==> config.mk <==
export PLATFORM = sky130hd
export DESIGN_NAME = rotSkipUnit
export DESIGN_NICKNAME = d
export VERILOG_FILES = /design/src/rtl/rsu_pkg.sv /design/src/rtl/rsuCtrl.sv /design/src/rtl/rsuDatapath.sv /design/src/rtl/rotSkipUnit.sv
export SDC_FILE = /design/constraint.sdc
export NUM_CORES = 1
export LEC_CHECK = 0
export ABC_CLOCK_PERIOD_IN_PS = 11400
export BUFFER_PORTS_ARGS = -buffer_cell sky130_fd_sc_hd__buf_4
export CORE_UTILIZATION = 60
export CTS_BUF_LIST = sky130_fd_sc_hd__clkbuf_16
export CTS_CLUSTER_DIAMETER = 60
export DETAILED_ROUTE_END_ITERATION = 6
export PLACE_DENSITY = 0.89
export SETUP_SLACK_MARGIN = 0.4
export SYNTH_ARGS = -nofsm -noshare
export SYNTH_HDL_FRONTEND = slang
export SYNTH_HIERARCHICAL = 1
export SYNTH_SLANG_ARGS = --single-unit
==> constraint.sdc <==
create_clock -name clk -period 11.4 [get_ports clk]
set_input_delay 3.42 -clock clk [delete_from_list [all_inputs] [get_ports clk]]
set_output_delay 3.42 -clock clk [all_outputs]
set_load 0.1 [all_outputs]
==> src/rtl/rsu_pkg.sv <==
package rsu_pkg;
  typedef enum logic [2:0] {
    FN_ADD = 3'd0,
    FN_SUB = 3'd1,
    FN_AND = 3'd2,
    FN_INC = 3'd3,
    FN_DEC = 3'd4
  } rsuFunc_e;

  typedef enum logic [1:0] {
    SK_NEVER = 2'd0,
    SK_NEG   = 2'd1,
    SK_ZERO  = 2'd2,
    SK_RSVD  = 2'd3
  } rsuSkip_e;

  localparam int ROT_CHOICES = 4;

  // Control strobes passed from the decoder to the datapath.
  typedef struct packed {
    logic       useAnd;
    logic       invertB;
    logic       constOne;
    logic       constAllOnes;
    logic       carryIn;
    logic       funcValid;
    logic [1:0] rotIdx;
    logic       chkNeg;
    logic       chkZero;
  } rsuStrobes_t;
endpackage

==> src/rtl/rsuCtrl.sv <==
module rsuCtrl
  import rsu_pkg::*;
(
  input  logic [2:0]  funcSel,
  input  logic [1:0]  rotSel,
  input  logic [1:0]  skipSel,
  output rsuStrobes_t strobes
);
  always_comb begin
    strobes = '0;
    strobes.rotIdx = rotSel;
    unique case (funcSel)
      FN_ADD: strobes.funcValid = 1'b1;
      FN_SUB: begin
        strobes.funcValid = 1'b1;
        strobes.invertB   = 1'b1;
        strobes.carryIn   = 1'b1;
      end
      FN_AND: begin
        strobes.funcValid = 1'b1;
        strobes.useAnd    = 1'b1;
      end
      FN_INC: begin
        strobes.funcValid = 1'b1;
        strobes.constOne  = 1'b1;
      end
      FN_DEC: begin
        strobes.funcValid    = 1'b1;
        strobes.constAllOnes = 1'b1;
      end
      default: strobes.funcValid = 1'b0;
    endcase
    strobes.chkNeg  = strobes.funcValid && (skipSel == SK_NEG);
    strobes.chkZero = strobes.funcValid && (skipSel == SK_ZERO);
  end
endmodule

==> src/rtl/rsuDatapath.sv <==
module rsuDatapath
  import rsu_pkg::*;
#(
  parameter int DATA_W = 32
)(
  input  logic              clk,
  input  logic              rstN,
  input  logic [DATA_W-1:0] opA,
  input  logic [DATA_W-1:0] opB,
  input  rsuStrobes_t       strobes,
  output logic [DATA_W-1:0] result,
  output logic              skipNext
);
  localparam int ROT_SMALL = 1;
  localparam int ROT_MID   = 8;
  localparam int ROT_LARGE = 16;

  logic [DATA_W-1:0] addB;
  logic [DATA_W-1:0] sumVal;
  logic [DATA_W-1:0] funcVal;
  logic [DATA_W-1:0] rotCand [ROT_CHOICES];
  logic [DATA_W-1:0] rotVal;
  logic              skipVal;

  // One shared adder serves add, subtract, increment and decrement.
  always_comb begin
    if (strobes.constOne)          addB = {{(DATA_W-1){1'b0}}, 1'b1};
    else if (strobes.constAllOnes) addB = {DATA_W{1'b1}};
    else if (strobes.invertB)      addB = ~opB;
    else                           addB = opB;
    sumVal = opA + addB + {{(DATA_W-1){1'b0}}, strobes.carryIn};
    if (!strobes.funcValid)  funcVal = '0;
    else if (strobes.useAnd) funcVal = opA & opB;
    else                     funcVal = sumVal;
  end

  for (genvar gi = 0; gi < ROT_CHOICES; gi++) begin : g_rot
    localparam int AMT = (gi == 0) ? 0 : (gi == 1) ? ROT_SMALL :
                         (gi == 2) ? ROT_MID : ROT_LARGE;
    if (AMT == 0) begin : g_none
      assign rotCand[gi] = funcVal;
    end else begin : g_shift
      assign rotCand[gi] = {funcVal[AMT-1:0], funcVal[DATA_W-1:AMT]};
    end
  end

  always_comb begin
    rotVal  = rotCand[strobes.rotIdx];
    skipVal = (strobes.chkNeg  && rotVal[DATA_W-1]) ||
              (strobes.chkZero && (rotVal == '0));
  end

  always_ff @(posedge clk) begin
    if (!rstN) begin
      result   <= '0;
      skipNext <= 1'b0;
    end else begin
      result   <= rotVal;
      skipNext <= skipVal;
    end
  end
endmodule

==> src/rtl/rotSkipUnit.sv <==
module rotSkipUnit
  import rsu_pkg::*;
#(
  parameter int DATA_W = 32
)(
  input  logic              clk,
  input  logic              rstN,
  input  logic [DATA_W-1:0] opA,
  input  logic [DATA_W-1:0] opB,
  input  logic [2:0]        funcSel,
  input  logic [1:0]        rotSel,
  input  logic [1:0]        skipSel,
  output logic [DATA_W-1:0] result,
  output logic              skipNext
);
  rsuStrobes_t strobes;

  rsuCtrl u_ctrl (
    .funcSel (funcSel),
    .rotSel  (rotSel),
    .skipSel (skipSel),
    .strobes (strobes)
  );

  rsuDatapath #(.DATA_W(DATA_W)) u_dp (
    .clk      (clk),
    .rstN     (rstN),
    .opA      (opA),
    .opB      (opB),
    .strobes  (strobes),
    .result   (result),
    .skipNext (skipNext)
  );
endmodule

* After elaboration in Yosys (flattened, before gate mapping) *
Cells that the tools add are included.

storage, ports and cells
  bits in registers = 33
  latch bits = 0
  RAM bits = 0
  ROM bits = 0
  input port bits = 73
  word-level logic and storage cells = 35
  memories = 0

cells by class
  add/subtract/negate cells = 2
  multipliers = 0
  div/mod/pow operators = 0
  magnitude comparators = 1
  equality and inequality tests = 6
  shifts and indexed selects = 0
  multiplexer cells = 13
  bitwise operators = 3
  reductions and logical operators = 8

operator list
  kind                                                                   number
  32-bit two-way mux                                                     7
  32-bit binary-select mux with 2-bit select                             1
  32-bit by 1-bit adder with 32-bit output                               1
  32-bit adder                                                           1
  32-bit AND                                                             1
  32-bit zero test                                                       1
  32-bit NOT                                                             1
  3-bit by 2-bit equality test with 1-bit output, second input constant  2
  1-bit two-way mux                                                      5
  5-bit OR reduction                                                     1
  1-bit logical AND                                                      4
  3-bit by 1-bit equality test with 1-bit output, second input constant  1
  3-bit equality test, second input constant                             1
  3-bit greater-or-equal comparator, second input constant               1
  3-bit zero test                                                        1
  2-bit NOT with 3-bit output                                            1
  2-bit by 1-bit equality test with 1-bit output, second input constant  1
  2-bit equality test, second input constant                             1
  1-bit logical OR                                                       1

* Logic depth before layout (Yosys ltp) *
Gate-level depths: netlist of the first run.

  word-level depth = 15
  depth in mapped cells = 20
  mapped depth without buffers = 17

* Modules after synthesis *
Netlist of the first run, hierarchy kept.

modules (own cells, without submodules)
  module       times used  cells each  area each (µm²)
  rsuDatapath  1           835         5,479.0
  rsuCtrl      1           11          81.3

* Worst setup path before layout of the first run *
OpenSTA, ideal clock, no wires.

  kind = input to register
  start point = input port funcSel[2]
  end point = register u_dp.skipNext
  arrival = 7,597 ps
  setup slack = 3,742 ps
  cell stages on the path = 19
  path buffers = 3
  path through = nor3b_1 > buf_4 > clkbuf_1 > buf_1 > xor2_1 > nor3_1 > fa_1 > inv_1 > fa_1 > a211oi_2 > o21ai_1 > a22oi_1 > mux2i_1 > and3_1 > a32oi_1 > or4_1 > nor4b_1 > and4_1 > a32o_1

RTL lines
  item                  RTL line           source
  start, declared       rotSkipUnit.sv:10  input logic [2:0] funcSel,
  end signal, assigned  rsuDatapath.sv:59  skipNext <= skipVal;
  end, declared         rsuDatapath.sv:12  output logic skipNext

==> flow_metrics.py, run 1 <==
metrics = {
    "status": {
        "status": "finished with violations",
        "violations": "DRC",
    },
    "critical_path": {
        "critical-path-max-stage-delay_ps": 630,
        "crit_type": "in2reg",
        "cp.depth": 19,
        "path_max_fanout": 33,
        "crit_arrival_ps": 8150,
        "cp_cell_sequence": "buf_4 -> nor3b_2 -> buf_4 -> xor2_1 -> nor3_1 -> fa_1 -> inv_1 -> fa_1 -> a211oi_2 -> o21ai_1 -> a211oi_1 -> o21ai_1 -> a211oi_1 -> xnor2_1 -> a21oi_1 -> a2111oi_0 -> nand2b_1 -> nor4_1 -> a32o_1",
        "critPathBufInv": 3,
        "start_kind": "input port",
        "required_ps": 11570,
        "worstSetupEndpointType": "flip-flop",
        "slowest_stage": "a2111oi_0",
        "path_delay_family": "compound AO/OA/AOI/OAI gates",
    },
    "clock_network": {
        "clk_pin_slew_ps": 50,
        "cts_buffers": 5,
        "clk_path_buf_depth": 2,
        "cts_sinks": 33,
        "htreeDepth": 2,
        "cts_tree": "yes",
        "cts_setup_buffers": 0,
        "cts_root_buffer": "clkbuf_16",
        "cts-hold-fix-buffers": 0,
        "ctsResizeCount": 0,
    },
    "power": {
        "finalPower_mw": 0.8347,
        "swShare_pct": 52.41,
        "p_int_mw": 0.3972,
        "leakagePower_nw": 2.717,
        "power.density_nw_per_um2": 129.7,
        "seqPwrFrac_pct": 15.9,
        "vdd_drop_max_v": 0.00007965,
        "p_comb_share_pct": 66.2,
        "power.switching_mw": 0.4375,
        "clockPowerShare_pct": 17.8,
    },
    "grt": {
        "antenna_found_initial": 0,
        "track_usage_pct": 45.21,
        "grt.overflow.total": 0,
        "grt_first_pass_wirelength_um": 34570,
        "grt_pass1_vias": 6885,
        "grt_max_degree": 52,
    },
    "final_layout": {
        "antennaDiodeCount": 0,
        "area_growth_pct": 15.71,
        "nets": 1009,
        "nFillCells": 735,
        "multi_input_area_um2": 4608,
        "layout-drive-gt1-share_pct": 16.13,
        "register_area_um2": 660.6,
    },
    "synthesis": {
        "syn-num-nets": 951,
        "syn_avg_cell_area_um2": 6.572,
        "ys_ff_latch": 33,
        "synth_cells": 846,
        "yosys-top-cells-area": "dfxtp_1 12%, nor2_1 8.9%, ha_1 6.8%",
        "ys_warn_count": 6,
        "yosysTopAreaCellShare_pct": 11.88,
        "syn_area_um2": 5560,
        "synth_flop_cell": "dfxtp_1",
        "yosysSeqAreaShare_pct": 11.88,
        "postSynth.asyncResetShare_pct": 0,
        "synth_edf_count": 0,
        "yosysUniqueCellTypes": 82,
        "synth.largest_area_cell": "dfxtp_1",
    },
    "floorplanning": {
        "pin_count": 106,
        "die_h_um": 98.27,
        "start_util_pct": 62.84,
        "dieWidth_um": 98.27,
        "die_area_um2": 9656,
        "fp-row-count": 34,
        "core_um2": 8848,
    },
    "sta": {
        "relSlewSlack_pct": 33.76,
        "setup_violations": 0,
        "rsz0062_at_grt": "false",
        "fmax_ghz": 0.1252,
        "layout_min_cycle_time_ps": 7985,
        "tightestPinTransition_ps": 983.3,
        "hold_viol": 0,
        "period_share_pct": 70.04,
        "timing.setup.tns_ps": 0,
        "finalMaxSlewViolations": 0,
    },
    "routing": {
        "drc": 18,
        "wl_per_cell_um": 21.56,
        "num_vias": 7274,
        "ant_nets": 0,
        "vias_per_cell": 7.181,
        "wl_um": 21850,
        "drtIter0Drc": 1117,
        "dr.pass1.iters": 7,
    },
    "placed_design": {
        "portBuffers": 105,
        "hpwl_um": 16840,
        "place_congestion": 1.077,
    },
    "hold_path": {
        "hold_path_depth": 2,
        "hold_class": "in2reg",
    },
    "run": {
        "drv_cap": 0,
    },
}
==> cell usage in the layout, fill, tap and decap left out, types with 6 or more instances in the layout <==
| master | instances |
|---|---|
| nor2_1 | 132 |
| xnor2_1 | 12 |
| a31oi_1 | 15 |
| a21oi_1 | 58 |
| inv_1 | 12 |
| nand2_1 | 90 |
| o31ai_1 | 7 |
| nand2b_1 | 10 |
| and3_1 | 10 |
| nor3_1 | 31 |
| a21o_1 | 7 |
| nand4_1 | 14 |
| o211ai_1 | 14 |
| buf_4 | 110 |
| or3_1 | 7 |
| and2_1 | 26 |
| xor2_1 | 36 |
| ha_1 | 30 |
| a21oi_2 | 7 |
| nor4_1 | 7 |
| o21ai_1 | 14 |
| dfxtp_1 | 33 |
| nand3_1 | 29 |
| o21a_1 | 15 |
| a211oi_1 | 12 |
| nor2b_1 | 6 |
| a32oi_1 | 7 |
| o21ai_0 | 46 |
==> layout make-up <==
class	instances	area share [%]
Sequential cell	33	10.27
Clock inverter	3	0.5834
Inverter	11	0.6418
Tap cell	108	2.100
Multi-Input combinational cell	743	71.63
Timing Repair Buffer	110	12.84
Clock buffer	5	1.945
==> worst paths after layout <==
| kind | start | to | slack [ps] |
|---|---|---|---|
| setup / recovery | funcSel[2] | u_dp/skipNext | 3410 |
| hold / removal | rstN | u_dp/result[17] | 3510 |
==> cells in the mapped netlist (12+ instances only) <==
cell	instances
nor2_1	132
nand2_1	90
a21oi_1	58
o21ai_0	46
xor2_1	36
dfxtp_1	33
clkbuf_1	31
nor3_1	31
ha_1	30
nand3_1	29
and2_1	26
buf_2	16
a31oi_1	15
o21a_1	15
nand4_1	14
o211ai_1	14
o21ai_1	14
a211oi_1	12
xnor2_1	12
==> registers in the layout (all words and copies together), names as in the netlist <==
| signal | count |
|---|---|
| u_dp/result | 32 |
| u_dp/skipNext | 1 |
==> power groups by stage <==
stage	Combinational (mW)	Clock, mW	Sequential (mW)
detailed placement	0.526	0	0.136
global placement	0.517	0	0.135
finish	0.553	0.149	0.133
global route	0.580	0.156	0.135
floorplan	0.291	0	0.234
CTS	0.529	0.148	0.133
==> metal layers <==
metal  track usage [%]  routed length, µm  up-vias
li1                  -                  -     3230
met1             55.71               8081     3237
met2             71.13               9294      645
met3             11.38               2861      162
met4             26.98               1607        0
met5                 0                  0        -
==> metrics by stage <==
stage	std cells	instance area, µm²	setup WS, ps	hold slack (ps)	util, %
final	1013	6434	3415	3505	72.71
after global routing	1013	6434	3208	3519	72.71
after CTS	1013	6434	3512	3504	72.71
after detailed placement	1005	6271	3239	3785	70.87
after global placement	1005	6271	3503	3773	70.87
after floorplan	846	5560	3742	3559	-
==> logic make-up after synthesis <==
family	count (synthesis)	synth area share, %
buffers and inverters	70	5.513
DFF	33	11.88
and+or+nand+nor	387	33.10
xor gates and xnor gates	48	7.561
adders and majority gates	32	7.471
AOI/OAI and AO/OA	273	33.93
muxes	3	0.5401
(Power assumes the default switching activity.)
==> run 2: changes to the inputs <==
- ABC_CLOCK_PERIOD_IN_PS: 11400 -> 8100
- CORE_UTILIZATION: 60 -> 58
- PLACE_DENSITY: 0.89 -> 0.87
- clock period: 11.4 -> 8.1 ns (I/O delays scaled with it)
==> flow_metrics.py, run 2 (synthesis results as in run 1) <==
metrics = {
    "sta": {
        "finalMaxSlewViolations": 0,
        "rsz0062_at_grt": "false",
        "whs_ps": 2516,
        "timing.setup.tns_ps": 0,
        "fmax_ghz": 0.1485,
        "period_share_pct": 83.14,
        "layout_min_cycle_time_ps": 6734,
        "hold_viol": 0,
        "setup_violations": 0,
        "relSlewSlack_pct": 43.03,
        "tightestPinTransition_ps": 847.3,
        "layout_setup_ws_ps": 1366,
    },
    "final_layout": {
        "mostFrequentLayoutCells": "132 x nor2_1, 110 x buf_4, 90 x nand2_1",
        "antennaDiodeCount": 0,
        "final_cells": 1034,
        "utilization_pct": 69.33,
        "largest_reg_flops": 32,
        "multi_input_area_um2": 4608,
        "layout-drive-gt1-share_pct": 16.24,
        "top_register": "u_dp/result",
        "nets": 1009,
        "design_area_um2": 6436,
        "nFillCells": 856,
        "layout_commonest_cell": "nor2_1",
        "area_growth_pct": 15.75,
        "register_area_um2": 660.6,
        "reg_top3": "u_dp/result (32), u_dp/skipNext (1)",
    },
    "grt": {
        "grt_util_met3_pct": 6.755,
        "busiest_layer": "met2",
        "use_met1_pct": 54.15,
        "antenna_found_initial": 0,
        "grt_max_degree": 52,
        "grt_first_pass_wirelength_um": 32260,
        "grt_pass1_vias": 6253,
        "grt.overflow.total": 0,
        "grtUsageMet2_pct": 67.11,
        "track_usage_pct": 41.10,
    },
    "power": {
        "power.switching_mw": 0.5967,
        "leakagePower_nw": 2.709,
        "vdd_drop_max_v": 0.0001404,
        "clockPowerShare_pct": 15.2,
        "power.density_nw_per_um2": 174.6,
        "swShare_pct": 53.10,
        "seqPwrFrac_pct": 16.6,
        "p_comb_share_pct": 68.2,
        "p_int_mw": 0.5271,
        "finalPower_mw": 1.124,
    },
    "clock_network": {
        "cts-hold-fix-buffers": 0,
        "cts_root_buffer": "clkbuf_16",
        "cts_tree": "yes",
        "clk_pin_slew_ps": 50,
        "ctsResizeCount": 0,
        "cts_setup_buffers": 0,
        "clk_path_buf_depth": 2,
        "htreeDepth": 2,
        "cts_sinks": 33,
        "cts_buffers": 5,
    },
    "hold_path": {
        "hold_start": "rstN",
        "hold_path_depth": 2,
        "hold_class": "in2reg",
        "hold_end": "u_dp/result[23]",
    },
    "placed_design": {
        "placed_cell_area_um2": 6297,
        "portBuffers": 105,
        "dp.cells": 1026,
        "place_congestion": 1.043,
        "dpl_worst_slack_ps": 1230,
        "hpwl_um": 16340,
    },
    "routing": {
        "wl_um": 20850,
        "drtIter0Drc": 848,
        "dr.pass1.iters": 7,
        "vias_per_cell": 6.713,
        "drc": 0,
        "wl_per_cell_um": 20.16,
        "num_vias": 6941,
        "ant_nets": 0,
    },
    "floorplanning": {
        "fp-row-count": 35,
        "core_um2": 9284,
        "dieWidth_um": 99.91,
        "pin_count": 106,
        "die_area_um2": 9982,
        "die_h_um": 99.91,
        "start_util_pct": 59.89,
    },
    "critical_path": {
        "path_max_fanout": 18,
        "critPathBufInv": 3,
        "critical-path-max-stage-delay_ps": 570,
        "slowest_stage": "a2111oi_0",
        "required_ps": 8260,
        "worstSetupEndpointType": "flip-flop",
        "crit_type": "in2reg",
        "path_delay_family": "compound AO/OA/AOI/OAI gates",
        "crit_arrival_ps": 6890,
        "start_kind": "input port",
        "cp_cell_sequence": "buf_4 -> nor3b_2 -> buf_4 -> xor2_1 -> nor3_1 -> fa_1 -> inv_1 -> fa_1 -> a211oi_2 -> o21ai_1 -> a22oi_1 -> nand2_1 -> xnor2_1 -> o22ai_1 -> nor2_1 -> a2111oi_0 -> nand2b_1 -> nor4_1 -> a32o_1",
    },
    "status": {
        "status": "finished, final reports clean",
    },
    "run": {
        "drv_cap": 0,
    },
}
## run 2: cell types whose count changed in the layout (fill, tap and decap cells not counted)
| cell | change |
|---|---|
| bufinv_16 | -1 |
| clkinv_2 | +2 |
| clkinv_1 | -1 |
## run 2: area by class of cell
cell class	instances	share of cell area (%)
Timing Repair Buffer	110	12.83
Inverter	11	0.6415
Tap cell	129	2.508
Clock inverter	3	0.2138
Clock buffer	5	1.944
Multi-Input combinational cell	743	71.60
Sequential cell	33	10.26
## run 2: power groups by stage
stage | registers [mW] | clock network [mW] | logic [mW]
2_1_floorplan | 0.330 | 0 | 0.410
3_3_place_gp | 0.190 | 0 | 0.738
4_1_cts | 0.187 | 0.173 | 0.742
5_1_grt | 0.188 | 0.179 | 0.809
3_5_place_dp | 0.190 | 0 | 0.739
6_report | 0.187 | 0.170 | 0.767
## run 2: worst max-delay path by stage
stage / endpoint / depth (start not counted) / startpoint / slack [ps]
after CTS: u_dp/skipNext / 19 / funcSel[2] / 1490
final: u_dp/skipNext / 19 / funcSel[2] / 1370
after global routing: u_dp/skipNext / 19 / funcSel[2] / 1150
after detailed placement: u_dp/skipNext / 19 / funcSel[2] / 1230
after global placement: u_dp/skipNext / 19 / funcSel[2] / 1290
after floorplan: u_dp/skipNext / 19 / funcSel[2] / 1430
## run 2: metal layers
layer  vias up  wire (µm)
met3        81       2497
met1      3145       8169
met2       494       9282
met4         0        899
li1       3221          -
met5         -          0
